===== config.mk =====
export PLATFORM = sky130hd
export DESIGN_NAME = rxc_completion_tracker
export DESIGN_NICKNAME = d
export VERILOG_FILES = /design/src/rtl/rxc_pkg.sv /design/src/rtl/rxc_post_ring.sv /design/src/rtl/rxc_status_ring.sv /design/src/rtl/rxc_read_ctrl.sv /design/src/rtl/rxc_completion_tracker.sv
export SDC_FILE = /design/constraint.sdc
export NUM_CORES = 2
export LEC_CHECK = 0
export ABC_AREA = 1
export BUFFER_PORTS_ARGS = -buffer_cell sky130_fd_sc_hd__buf_2
export CAP_MARGIN = 40
export CORE_UTILIZATION = 45
export DETAILED_ROUTE_END_ITERATION = 10
export PLACE_DENSITY = 0.64
export SYNTH_ARGS = -nofsm -noshare
export SYNTH_HDL_FRONTEND = slang
export SYNTH_SLANG_ARGS = --single-unit

===== constraint.sdc =====
create_clock -name clk_i -period 9.9 [get_ports clk_i]
set_clock_uncertainty 0.2 [all_clocks]
set_input_delay 0.495 -clock clk_i [delete_from_list [all_inputs] [get_ports clk_i]]
set_output_delay 0.495 -clock clk_i [all_outputs]
set_load 0.02 [all_outputs]

===== src/rtl/rxc_pkg.sv =====
package rxc_pkg;
  localparam int ADDR_LO_W = 32;

  typedef enum logic [1:0] {
    RD_NONE,
    RD_POP,
    RD_RVK
  } rd_op_e;
endpackage


===== src/rtl/rxc_post_ring.sv =====
module rxc_post_ring #(
  parameter int DEPTH     = 16,
  parameter int CTX_W     = 32,
  parameter int ADDR_HI_W = 8,
  localparam int IDX_W    = $clog2(DEPTH),
  localparam int PW       = IDX_W + 1,
  localparam int ADDR_W   = rxc_pkg::ADDR_LO_W + ADDR_HI_W
) (
  input  logic                 clk_i,
  input  logic                 rst_ni,
  input  logic                 enq_valid_i,
  input  logic [ADDR_W-1:0]    enq_addr_i,
  input  logic [CTX_W-1:0]     enq_ctx_i,
  output logic                 enq_ok_o,
  input  logic [PW-1:0]        rd_ptr_i,
  input  logic                 release_i,
  input  logic [IDX_W-1:0]     eng_idx_i,
  output logic [rxc_pkg::ADDR_LO_W-1:0] eng_addr_lo_o,
  output logic [ADDR_HI_W-1:0] eng_addr_hi_o,
  output logic [CTX_W-1:0]     head_ctx_o,
  output logic                 head_vld_o
);
  localparam int LO_W = rxc_pkg::ADDR_LO_W;

  logic [PW-1:0]    wr_q;
  logic [PW-1:0]    used;
  logic [IDX_W-1:0] wr_idx, rd_idx;

  logic [LO_W-1:0]      lo_a  [DEPTH];
  logic [ADDR_HI_W-1:0] hi_a  [DEPTH];
  logic [CTX_W-1:0]     ctx_a [DEPTH];
  logic                 vld_a [DEPTH];

  assign wr_idx   = wr_q[IDX_W-1:0];
  assign rd_idx   = rd_ptr_i[IDX_W-1:0];
  assign used     = wr_q - rd_ptr_i;
  assign enq_ok_o = enq_valid_i && (used != PW'(DEPTH));

  always_ff @(posedge clk_i or negedge rst_ni) begin
    if (!rst_ni)       wr_q <= '0;
    else if (enq_ok_o) wr_q <= wr_q + PW'(1);
  end

  for (genvar i = 0; i < DEPTH; i++) begin : g_slot
    logic [LO_W-1:0]      lo_r;
    logic [ADDR_HI_W-1:0] hi_r;
    logic [CTX_W-1:0]     ctx_r;
    logic                 vld_r;
    logic                 set_w, clr_w;

    assign set_w = enq_ok_o && (wr_idx == IDX_W'(i));
    assign clr_w = release_i && (rd_idx == IDX_W'(i));

    always_ff @(posedge clk_i or negedge rst_ni) begin
      if (!rst_ni) begin
        lo_r  <= '0;
        hi_r  <= '0;
        ctx_r <= '0;
        vld_r <= 1'b0;
      end else if (set_w) begin
        lo_r  <= enq_addr_i[LO_W-1:0];
        hi_r  <= enq_addr_i[ADDR_W-1:LO_W];
        ctx_r <= enq_ctx_i;
        vld_r <= 1'b1;
      end else if (clr_w) begin
        ctx_r <= '0;
        vld_r <= 1'b0;
      end
    end

    assign lo_a[i]  = lo_r;
    assign hi_a[i]  = hi_r;
    assign ctx_a[i] = ctx_r;
    assign vld_a[i] = vld_r;
  end

  assign eng_addr_lo_o = lo_a[eng_idx_i];
  assign eng_addr_hi_o = hi_a[eng_idx_i];
  assign head_ctx_o    = ctx_a[rd_idx];
  assign head_vld_o    = vld_a[rd_idx];

  // posted count never exceeds ring size
  p_no_overflow_r2: assert property (@(posedge clk_i) disable iff (!rst_ni)
    used <= PW'(DEPTH));
endmodule


===== src/rtl/rxc_status_ring.sv =====
module rxc_status_ring #(
  parameter int DEPTH  = 16,
  parameter int LEN_W  = 16,
  parameter int META_W = 32,
  localparam int IDX_W = $clog2(DEPTH),
  localparam int PW    = IDX_W + 1
) (
  input  logic              clk_i,
  input  logic              rst_ni,
  input  logic              st_we_i,
  input  logic [IDX_W-1:0]  st_idx_i,
  input  logic [LEN_W-1:0]  st_len_i,
  input  logic [META_W-1:0] st_meta_i,
  input  logic              st_swap_i,
  input  logic              st_commit_i,
  input  logic              skip_i,
  input  logic              clear_i,
  input  logic [PW-1:0]     rd_ptr_i,
  output logic [LEN_W-1:0]  head_len_o,
  output logic [META_W-1:0] head_meta_o,
  output logic              head_swap_o,
  output logic [PW-1:0]     done_cnt_o
);
  logic [PW-1:0]    wp_q;
  logic [IDX_W-1:0] rd_idx;

  logic [LEN_W-1:0]  len_a  [DEPTH];
  logic [META_W-1:0] meta_a [DEPTH];
  logic              swap_a [DEPTH];

  assign rd_idx     = rd_ptr_i[IDX_W-1:0];
  assign done_cnt_o = wp_q - rd_ptr_i;

  // revoke skips an unfilled slot so both rings stay aligned
  always_ff @(posedge clk_i or negedge rst_ni) begin
    if (!rst_ni)                    wp_q <= '0;
    else if (st_commit_i || skip_i) wp_q <= wp_q + PW'(1);
  end

  for (genvar i = 0; i < DEPTH; i++) begin : g_ent
    logic [LEN_W-1:0]  len_r;
    logic [META_W-1:0] meta_r;
    logic              swap_r;
    logic              wr_w;

    assign wr_w = st_we_i && (st_idx_i == IDX_W'(i));

    always_ff @(posedge clk_i or negedge rst_ni) begin
      if (!rst_ni) begin
        len_r  <= '0;
        meta_r <= '0;
        swap_r <= 1'b0;
      end else if (wr_w) begin
        len_r  <= st_len_i;
        meta_r <= st_meta_i;
        swap_r <= st_swap_i;
      end else if (clear_i && (rd_idx == IDX_W'(i))) begin
        len_r  <= '0;
      end
    end

    assign len_a[i]  = len_r;
    assign meta_a[i] = meta_r;
    assign swap_a[i] = swap_r;
  end

  assign head_len_o  = len_a[rd_idx];
  assign head_meta_o = meta_a[rd_idx];
  assign head_swap_o = swap_a[rd_idx];

  // consumed entry cannot be consumed again
  p_len_clear_r7: assert property (@(posedge clk_i) disable iff (!rst_ni)
    (clear_i && !(st_we_i && (st_idx_i == rd_idx))) |=> (len_a[$past(rd_idx)] == '0));

  // committed backlog bounded by ring size
  p_cnt_bound_r4: assert property (@(posedge clk_i) disable iff (!rst_ni)
    done_cnt_o <= PW'(DEPTH));
endmodule


===== src/rtl/rxc_read_ctrl.sv =====
module rxc_read_ctrl #(
  parameter int DEPTH  = 16,
  localparam int IDX_W = $clog2(DEPTH),
  localparam int PW    = IDX_W + 1
) (
  input  logic          clk_i,
  input  logic          rst_ni,
  input  logic          pop_i,
  input  logic          rvk_i,
  input  logic          st_commit_i,
  input  logic [PW-1:0] done_cnt_i,
  input  logic          head_len_nz_i,
  input  logic          head_vld_i,
  output logic          pop_ok_o,
  output logic          rvk_ok_o,
  output logic [PW-1:0] rd_ptr_o
);
  import rxc_pkg::*;

  rd_op_e        op;
  logic [PW-1:0] rd_q;

  // pop owns the cycle; revoke only drains unfilled slots
  always_comb begin
    op = RD_NONE;
    if (pop_i) begin
      if ((done_cnt_i != '0) && head_len_nz_i) op = RD_POP;
    end else if (rvk_i && !st_commit_i && (done_cnt_i == '0) && head_vld_i) begin
      op = RD_RVK;
    end
  end

  assign pop_ok_o = (op == RD_POP);
  assign rvk_ok_o = (op == RD_RVK);
  assign rd_ptr_o = rd_q;

  always_ff @(posedge clk_i or negedge rst_ni) begin
    if (!rst_ni)             rd_q <= '0;
    else if (op != RD_NONE)  rd_q <= rd_q + PW'(1);
  end

  // failed pop does not move the read index
  p_hold_on_fail_r5: assert property (@(posedge clk_i) disable iff (!rst_ni)
    (pop_i && !pop_ok_o) |=> $stable(rd_q));

  // each completion or revoke moves exactly one slot
  p_advance_r8: assert property (@(posedge clk_i) disable iff (!rst_ni)
    (pop_ok_o || rvk_ok_o) |=> (rd_q == $past(rd_q) + PW'(1)));
endmodule


===== src/rtl/rxc_completion_tracker.sv =====
module rxc_completion_tracker #(
  parameter int DEPTH     = 16,
  parameter int CTX_W     = 32,
  parameter int LEN_W     = 16,
  parameter int META_W    = 32,
  parameter int ADDR_HI_W = 8,
  localparam int IDX_W    = $clog2(DEPTH),
  localparam int PW       = IDX_W + 1,
  localparam int ADDR_W   = rxc_pkg::ADDR_LO_W + ADDR_HI_W
) (
  input  logic                 clk_i,
  input  logic                 rst_ni,
  input  logic                 enq_valid_i,
  input  logic [ADDR_W-1:0]    enq_addr_i,
  input  logic [CTX_W-1:0]     enq_ctx_i,
  output logic                 enq_ok_o,
  input  logic [IDX_W-1:0]     eng_idx_i,
  output logic [rxc_pkg::ADDR_LO_W-1:0] eng_addr_lo_o,
  output logic [ADDR_HI_W-1:0] eng_addr_hi_o,
  input  logic                 st_we_i,
  input  logic [IDX_W-1:0]     st_idx_i,
  input  logic [LEN_W-1:0]     st_len_i,
  input  logic [META_W-1:0]    st_meta_i,
  input  logic                 st_swap_i,
  input  logic                 st_commit_i,
  output logic [PW-1:0]        done_cnt_o,
  input  logic                 pop_i,
  output logic                 pop_ok_o,
  output logic [LEN_W-1:0]     pop_len_o,
  output logic [META_W-1:0]    pop_meta_o,
  output logic                 pop_swapped_o,
  input  logic                 rvk_i,
  output logic                 rvk_ok_o,
  output logic [CTX_W-1:0]     head_ctx_o
);
  logic [PW-1:0] rd_ptr;
  logic          head_vld;
  logic          release_w;

  assign release_w = pop_ok_o || rvk_ok_o;

  rxc_post_ring #(
    .DEPTH(DEPTH), .CTX_W(CTX_W), .ADDR_HI_W(ADDR_HI_W)
  ) u_post (
    .clk_i         (clk_i),
    .rst_ni        (rst_ni),
    .enq_valid_i   (enq_valid_i),
    .enq_addr_i    (enq_addr_i),
    .enq_ctx_i     (enq_ctx_i),
    .enq_ok_o      (enq_ok_o),
    .rd_ptr_i      (rd_ptr),
    .release_i     (release_w),
    .eng_idx_i     (eng_idx_i),
    .eng_addr_lo_o (eng_addr_lo_o),
    .eng_addr_hi_o (eng_addr_hi_o),
    .head_ctx_o    (head_ctx_o),
    .head_vld_o    (head_vld)
  );

  rxc_status_ring #(
    .DEPTH(DEPTH), .LEN_W(LEN_W), .META_W(META_W)
  ) u_stat (
    .clk_i       (clk_i),
    .rst_ni      (rst_ni),
    .st_we_i     (st_we_i),
    .st_idx_i    (st_idx_i),
    .st_len_i    (st_len_i),
    .st_meta_i   (st_meta_i),
    .st_swap_i   (st_swap_i),
    .st_commit_i (st_commit_i),
    .skip_i      (rvk_ok_o),
    .clear_i     (pop_ok_o),
    .rd_ptr_i    (rd_ptr),
    .head_len_o  (pop_len_o),
    .head_meta_o (pop_meta_o),
    .head_swap_o (pop_swapped_o),
    .done_cnt_o  (done_cnt_o)
  );

  rxc_read_ctrl #(
    .DEPTH(DEPTH)
  ) u_rd (
    .clk_i         (clk_i),
    .rst_ni        (rst_ni),
    .pop_i         (pop_i),
    .rvk_i         (rvk_i),
    .st_commit_i   (st_commit_i),
    .done_cnt_i    (done_cnt_o),
    .head_len_nz_i (|pop_len_o),
    .head_vld_i    (head_vld),
    .pop_ok_o      (pop_ok_o),
    .rvk_ok_o      (rvk_ok_o),
    .rd_ptr_o      (rd_ptr)
  );

  // every completion pairs with a posted buffer
  p_pop_pair_r6: assert property (@(posedge clk_i) disable iff (!rst_ni)
    pop_ok_o |-> head_vld);

  // revoke keeps status index in step with read index
  p_rvk_sync_r9: assert property (@(posedge clk_i) disable iff (!rst_ni)
    rvk_ok_o |=> (done_cnt_o == '0));
endmodule


* Word-level counts from Yosys, hierarchy flattened
Cells that the tools add are included.
** Word-level totals
- Memories :: 0
- Latch bits :: 0
- Logic and storage cells :: 403
- Bits in read-only memories :: 0
- RAM bits :: 0
- Output and inout bits :: 129
- Bits in registers :: 1967
** Operators by class
- Equal/unequal tests :: 48
- Divide/modulo/power cells :: 0
- Bitwise logic cells :: 2
- Multiply operators :: 0
- Muxes and demuxes :: 120
- Shifts and indexed selects :: 0
- Reduce and logical (&&, ||, !) cells :: 111
- Magnitude comparators :: 2
- $add $sub $neg :: 5
** Operators with widths (count)
- 2-to-1 mux 32 bit :: 38
- 2-to-1 mux 16 bit :: 34
- binary-select mux 32 bit (select 4 bit) :: 3
- equality test 4 bit, second input constant :: 24
- logical AND 1 bit :: 69
- nonzero test 2 bit :: 33
- binary-select mux 16 bit (select 4 bit) :: 1
- equality test 4 x 3 -> 1 bit, second input constant :: 12
- 2-to-1 mux 1 bit :: 37
- binary-select mux 8 bit (select 4 bit) :: 1
- equality test 4 x 2 -> 1 bit, second input constant :: 6
- 2-to-1 mux 8 bit :: 2
- OR reduction 16 bit :: 1
- adder 5 x 1 -> 5 bit, second input constant :: 3
- equality test 4 x 1 -> 1 bit, second input constant :: 3
- logical NOT 4 bit :: 3
- >= comparator 5 bit, second input constant :: 2
- inverter 4 -> 5 bit :: 2
- subtractor 5 bit :: 2
- binary-select mux 1 bit (select 4 bit) :: 2
- logical NOT 5 bit :: 1
- != test 5 bit, second input constant :: 1
- nonzero test 5 bit :: 1
- 2-to-1 mux 2 bit :: 2
- 4 further kinds :: 5

* Logic depth before layout (Yosys ltp)
- Depth in word-level cells :: 13
- Depth in mapped cells :: 24

* By module
A second synthesis with hierarchy kept.
** Unflattened totals
- Cells, all modules :: 11556
- Area total of the unflattened synthesis :: 93325.8 µm²
** Modules (own cells, without submodules)
- rxc_post_ring :: area each 54825.1 µm², instances 1, cells an instance 6416
- rxc_status_ring :: area each 38086.5 µm², instances 1, cells an instance 5081
- rxc_read_ctrl :: area each 351.6 µm², instances 1, cells an instance 43
- rxc_completion_tracker :: area each 62.6 µm², instances 1, cells an instance 16

* Worst setup path before layout
Ideal clock, no wire load.
- Kind :: reg-to-reg
- Start point :: reg u_rd.rd_q[1] (netlist: u_rd.rd_ptr_o[1])
- End point :: reg u_post.g_slot[11].ctx_r[10]
- Cell stages (with the launch flop) :: 25
- Buffers on the path :: 6
- Clock period less this slack :: 4.042 ns
- Data required time :: 9.582 ns
- Setup slack :: 5.858 ns
- Arrival :: 3.724 ns
- Path through :: dfrtp_1 inv_2 clkbuf_1 clkbuf_1 clkbuf_1 clkbuf_1 ha_1 inv_1 o21bai_1 nand2_1 nand2_1 nand2_1 nand2_1 nor2_1 nor2_1 nand3_1 nand2_1 inv_2 nand2_1 nor2_1 inv_2 buf_2 buf_1 nand3_1 nand2_1
** Between the ends
- Elaborated cells on any way between the ends :: 28
- Classes of those cells :: add/sub (2); eq/ne (4); mux (10); bitwise (1); reduce/logical (11)
** RTL lines
- start, declared :: RTL line rxc_read_ctrl.sv:21 : logic [PW-1:0] rd_q;
- start signal, assigned :: RTL line rxc_read_ctrl.sv:39 : else if (op != RD_NONE) rd_q <= rd_q + PW'(1);
- subtractor 5 bit (*) :: RTL line rxc_post_ring.sv:36 : assign used = wr_q - rd_ptr_i;
- != test 5 bit (*) :: RTL line rxc_post_ring.sv:37 : assign enq_ok_o = enq_valid_i && (used != PW'(DEPTH));
- logical AND 1 bit (*) :: RTL line rxc_post_ring.sv:37
- named net enq_ok_o :: RTL line rxc_completion_tracker.sv:16 : output logic enq_ok_o,
- logical AND 1 bit (*) :: RTL line rxc_post_ring.sv:51 : assign set_w = enq_ok_o && (wr_idx == IDX_W'(i));
- 2-to-1 mux 32 bit or nonzero test 2 bit (tied branches)
- end signal, assigned :: RTL line rxc_post_ring.sv:63 : ctx_r <= enq_ctx_i;
- end, declared :: RTL line rxc_post_ring.sv:47 : logic [CTX_W-1:0] ctx_r;
The timed path passes the listed nets; every way through them passes the cells marked *. The select of a mux whose other input is x is not followed.
A chain may end at the register's enable or synchronous reset.

* Worst setup path after layout
- Start point :: reg u_rd.rd_q[1] (netlist: u_rd.rd_ptr_o[1])
- End point :: out pop_ok_o
** Between the ends
- Cells in the longest elaborated chain, start to end :: 9
- Elaborated cells on any way between the ends :: 18
- Classes of those cells :: add/sub (1); eq/ne (1); mux (9); bitwise (1); reduce/logical (6)
** RTL lines
- inverter 4 -> 5 bit (implied by the code) :: RTL line rxc_post_ring.sv:80, rxc_status_ring.sv:67
- binary-select mux 16 bit (select 4 bit) :: RTL line rxc_status_ring.sv:67 : assign head_len_o = len_a[rd_idx];
- 2-to-1 mux 16 bit (implied by the code) (2 in series) :: RTL line rxc_status_ring.sv:67
- OR reduction 16 bit :: RTL line rxc_completion_tracker.sv:89 : .head_len_nz_i (|pop_len_o),
- logical AND 1 bit :: RTL line rxc_read_ctrl.sv:27 : if ((done_cnt_i != '0) && head_len_nz_i) op = RD_POP;
- 2-to-1 mux 1 bit :: RTL line rxc_read_ctrl.sv:27
- 2-to-1 mux 2 bit (*) :: RTL line rxc_read_ctrl.sv:26 : if (pop_i) begin
- equality test 2 x 1 -> 1 bit (*) :: RTL line rxc_read_ctrl.sv:33 : assign pop_ok_o = (op == RD_POP);
- end, declared :: RTL line rxc_completion_tracker.sv:28 : output logic pop_ok_o,
Every way passes the cells marked *; elsewhere a longest branch is shown, timed or not. The select of a mux whose other input is x is not followed.

==> results.txt <==
----------------------------------------------------
[Status]
  Status ... completed

[Yosys]
  Number of warning messages in the yosys log ... 0
  Seq cells post-synth ... 1967
  Post-synth EDFFs ... 0
  Syn avg cell area ... 8.096 sq um
  Cell area after synthesis ... 91010 sq um
  Post-synth cell types ... 34
  Nets in the synthesized netlist ... 11400
  Register area share after synthesis ... 0.5408
  Proportion of register bits with asynchronous set or reset after synthesis ... 1.000
  Predominant post-synthesis flop cell ... sky130_fd_sc_hd__dfrtp_1
  Post-synthesis cell count ... 11240

[Critical path]
  Logic depth of the worst register-to-register path ... 19
  Data required, critical path ... 9.21 ns
  Crit Reg-Reg Startpoint ... u_rd.rd_ptr_o[1]
  Crit start category ... flip-flop
  Signal arrival time at the worst endpoint ... 5.19 ns
  Crit Reg-Reg Endpoint ... u_post.g_slot[10].lo_r[31]
  Crit-path max FO ... 64
  Setup slack, reg-to-reg ... 4.02 ns
  Critical path type ... flip-flop to output pin
  Worst Setup End Kind ... output pin

[Routing]
  Vias ... 79540
  1st-iter DRT viols ... 9185
  DRC errors left ... 0
  Number of iterations in the first detailed-routing pass ... 8
  Via/cell ratio ... 5.734
  Final routed wirelength across all metal layers ... 297900 um
  Final antenna-violating net count ... 0
  Wire per inst ... 21.48 um

[Place]
  Count of input and output buffers ... 264
  HPWL reported at the end of detailed placement ... 164400 um
  RD Place Congestion ... 0.8400
  Number of instances in the placed design ... 13350

[Die]
  Standard-cell rows ... 164
  Floorplan Core Area ... 200300 sq um
  Die Footprint ... 204100 sq um
  Starting utilization of the core area ... 0.4544
  I/O pin count ... 265
  Width of the die ... 451.7 um
  Die H ... 451.7 um

[GRT]
  Met2 global-route usage ... 0.4578
  Maximum number of pins on one net before global-route repair ... 209
  Fraction of met3 tracks used by global routing ... 0.04505
  Antenna violations before repair ... 19
  Global-route wire length before repair ... 460700 um
  Overall overflow remaining after global route ... 0
  Overall global routing resource usage ... 0.2893
  Most utilized layer in the global route result ... met2
  GR Util met1 ... 0.3939
  Vias in the first global route ... 76980

[Cells and area]
  Fraction of layout cells with a size suffix above 1 ... 0.07521
  Layout area overhead ... 12.52%
  Number of non-filler instances in the completed layout ... 13870
  Post-layout net count ... 11180

[Clocking]
  Buffers from clock root to sink, at most ... 3
  CTS tree ... built
  Total CTS buffers ... 210
  Worst-Skew Late Latency ... 0.89 ns
  Post-cts sizing count ... 0
  CTS H-Tree Depth ... 4
  # Post-CTS Setup Buffers ... 0
  Clock Root Buffer ... sky130_fd_sc_hd__clkbuf_16
  Register clock-pin slew on the reported worst setup and hold paths ... 0.06 ns
  Sinks on Clock Net ... 1967

[STA]
  Shortest clock period the worst path allows after layout ... 5.883 ns
  Max-slew violations ... 0
  Final worst-path cycle share ... 0.5943
  RSZ-0062 raised after global routing ... no
  Worst slew slack as a fraction of its limit ... 0.2533
  Total count of hold-check failures in the final report ... 0
  Sum of negative setup slack ... 0 ns
  Measured slew at the worst slew-check pin ... 1.120 ns
  Total setup violations reported at the end of the flow ... 0
  Max Fclk ... 170.0 MHz

[Pwr]
  Pwr/cell area ... 314.4 nW/um^2
  LEAKAGE ... 50.21 nW
  Maximum VDD drop ... 0.2696 mV

[Hold path]
  Hold WC Path Type ... input pin to async pin

[Flow run]
  Maximum capacitance violations ... 0

----------------------------------------------------
==> layout by cell type (no fill, tap or decap), types with 8 or more instances in the layout <==
cell,instances
sky130_fd_sc_hd__dfrtp_1,1965
sky130_fd_sc_hd__nor2_4,19
sky130_fd_sc_hd__nor2_1,654
sky130_fd_sc_hd__clkbuf_1,62
sky130_fd_sc_hd__buf_2,260
sky130_fd_sc_hd__o22ai_1,260
sky130_fd_sc_hd__buf_12,22
sky130_fd_sc_hd__nand4_1,68
sky130_fd_sc_hd__nand2_1,3508
sky130_fd_sc_hd__nand2_4,11
sky130_fd_sc_hd__o21ai_0,1919
sky130_fd_sc_hd__buf_4,113
sky130_fd_sc_hd__buf_16,34
sky130_fd_sc_hd__clkbuf_16,211
sky130_fd_sc_hd__clkinv_2,46
sky130_fd_sc_hd__bufinv_16,13
sky130_fd_sc_hd__ha_1,17
sky130_fd_sc_hd__clkbuf_8,50
sky130_fd_sc_hd__inv_2,8
sky130_fd_sc_hd__o21ai_1,21
sky130_fd_sc_hd__mux2i_1,160
sky130_fd_sc_hd__nand2_2,12
sky130_fd_sc_hd__inv_4,14
sky130_fd_sc_hd__dlygate4sd3_1,127
sky130_fd_sc_hd__nand3_1,870
sky130_fd_sc_hd__o211ai_1,160
sky130_fd_sc_hd__inv_1,381
sky130_fd_sc_hd__a21oi_1,167
sky130_fd_sc_hd__xor2_1,10
==> how the worst max path moves through the flow <==
stage | depth (start not counted) | endpoint | from
detailed placement | 16 | u_post.g_slot[14].ctx_r[22] | u_rd.rd_ptr_o[1]
CTS | 14 | pop_ok_o | u_rd.rd_ptr_o[1]
finish | 14 | pop_ok_o | u_rd.rd_ptr_o[1]
floorplan | 24 | u_post.g_slot[11].ctx_r[10] | u_rd.rd_ptr_o[1]
global placement | 16 | u_post.g_slot[14].ctx_r[28] | u_rd.rd_ptr_o[0]
global route | 14 | pop_ok_o | u_rd.rd_ptr_o[1]
==> layer usage <==
metal  part of all wire  up-vias
met5            0.00013        -
met4              0.043        8
met1               0.42    38800
met3              0.084      671
li1                   -    36440
met2               0.46     3621
==> cells by family (layout without fill, tap and decap cells) <==
logic type               after synthesis  after routing  synth area share
multiplexers                         160            160           0.01760
XOR/XNOR                              16             16          0.001540
other                                  0              6                 0
adder cells (fa/ha/maj)               18             18          0.002557
AO/OA/AOI/OAI                       2530           2530            0.1472
buffers and inverters               1401           1367           0.06258
flip-flops                          1967           1967            0.5408
AND/OR/NAND/NOR                     5150           5150            0.2277
==> stage by stage <==
| step | utilization | hold slack (ns) | cell area (sq um) | power [mW] | worst slack [ns] |
|---|---|---|---|---|---|
| after floorplan | - | -0.0005910 | 91010 | 20.05 | 5.858 |
| final | 0.5113 | 0.06195 | 102400 | 32.19 | 4.017 |
| after global routing | 0.5113 | 0.1408 | 102400 | 34.25 | 3.770 |
| after detailed placement | 0.4692 | 0.2630 | 93980 | 24.02 | 4.235 |
| after global placement | 0.4638 | 0.2547 | 92880 | 23.50 | 4.095 |
| after CTS | 0.5113 | 0.06833 | 102400 | 32.19 | 4.066 |
==> area by class of cell <==
type	instances	area [sq um]
clock inverters	69	944.7
clock buffers	323	6201
repair buffers	558	4823
well taps	2656	3323
inverters	417	1639
diodes	6	15.01
fillers	18840	97860
flip-flops and latches	1967	49230
multi-input cells	7874	36230
==> critical path, stage by stage (launching register included) <==
cell	delay (ns)
sky130_fd_sc_hd__dfrtp_4	1.05
sky130_fd_sc_hd__buf_4	0.68
sky130_fd_sc_hd__buf_4	0.70
sky130_fd_sc_hd__nor2_1	0.11
sky130_fd_sc_hd__nand2_1	0.10
sky130_fd_sc_hd__o21ai_0	0.09
sky130_fd_sc_hd__nand2_1	0.07
sky130_fd_sc_hd__nand2_1	0.11
sky130_fd_sc_hd__nor2_1	0.16
sky130_fd_sc_hd__nand2_1	0.08
sky130_fd_sc_hd__nor2_1	0.15
sky130_fd_sc_hd__nand2_1	0.16
sky130_fd_sc_hd__o21ai_2	0.31
sky130_fd_sc_hd__inv_2	0.24
sky130_fd_sc_hd__buf_2	0.24
==> Yosys cell counts (17+ instances only) <==
cell,n,area [sq um]
sky130_fd_sc_hd__a21oi_1,167,835.8
sky130_fd_sc_hd__buf_1,137,514.2
sky130_fd_sc_hd__buf_2,133,665.6
sky130_fd_sc_hd__buf_4,50,375.4
sky130_fd_sc_hd__clkbuf_1,653,2451
sky130_fd_sc_hd__dfrtp_1,1967,49220
sky130_fd_sc_hd__ha_1,17,212.7
sky130_fd_sc_hd__inv_1,391,1468
sky130_fd_sc_hd__inv_2,23,86.33
sky130_fd_sc_hd__mux2i_1,160,1602
sky130_fd_sc_hd__nand2_1,3509,13170
sky130_fd_sc_hd__nand3_1,870,4354
sky130_fd_sc_hd__nand4_1,68,425.4
sky130_fd_sc_hd__nor2_1,670,2515
sky130_fd_sc_hd__o211ai_1,160,1201
sky130_fd_sc_hd__o21ai_0,1919,9604
sky130_fd_sc_hd__o21ai_1,21,105.1
sky130_fd_sc_hd__o22ai_1,260,1627
==> flip-flops by register name, summed over array words and instances (netlist names) <==
| register | cells |
|---|---|
| u_stat.g_ent.swap_r | 16 |
| u_post.g_slot.hi_r | 128 |
| u_stat.g_ent.meta_r | 512 |
| u_stat.g_ent.len_r | 256 |
| u_post.g_slot.lo_r | 512 |
| u_post.g_slot.ctx_r | 512 |
| u_post.wr_q | 5 |
| u_stat.wp_q | 5 |
| u_rd.rd_ptr_o | 5 |
| u_post.g_slot.vld_r | 16 |
==> where the power goes <==
| part | internal (mW) | switching [mW] | leakage (nW) |
|---|---|---|---|
| registers | 11.0 | 1.55 | 25.1 |
| logic | 3.73 | 7.82 | 21.6 |
| clock network | 4.68 | 3.41 | 3.50 |
| total | 19.4 | 12.8 | 50.2 |
==> repair_timing <==
| item | CTS | global route |
|---|---|---|
| hold buffers | 127 | 0 |
| endpoints found under the setup margin | 0 | 0 |
| hold endpoints to repair | 2028 | 0 |
Note: power is estimated with default switching activity, not from simulation.
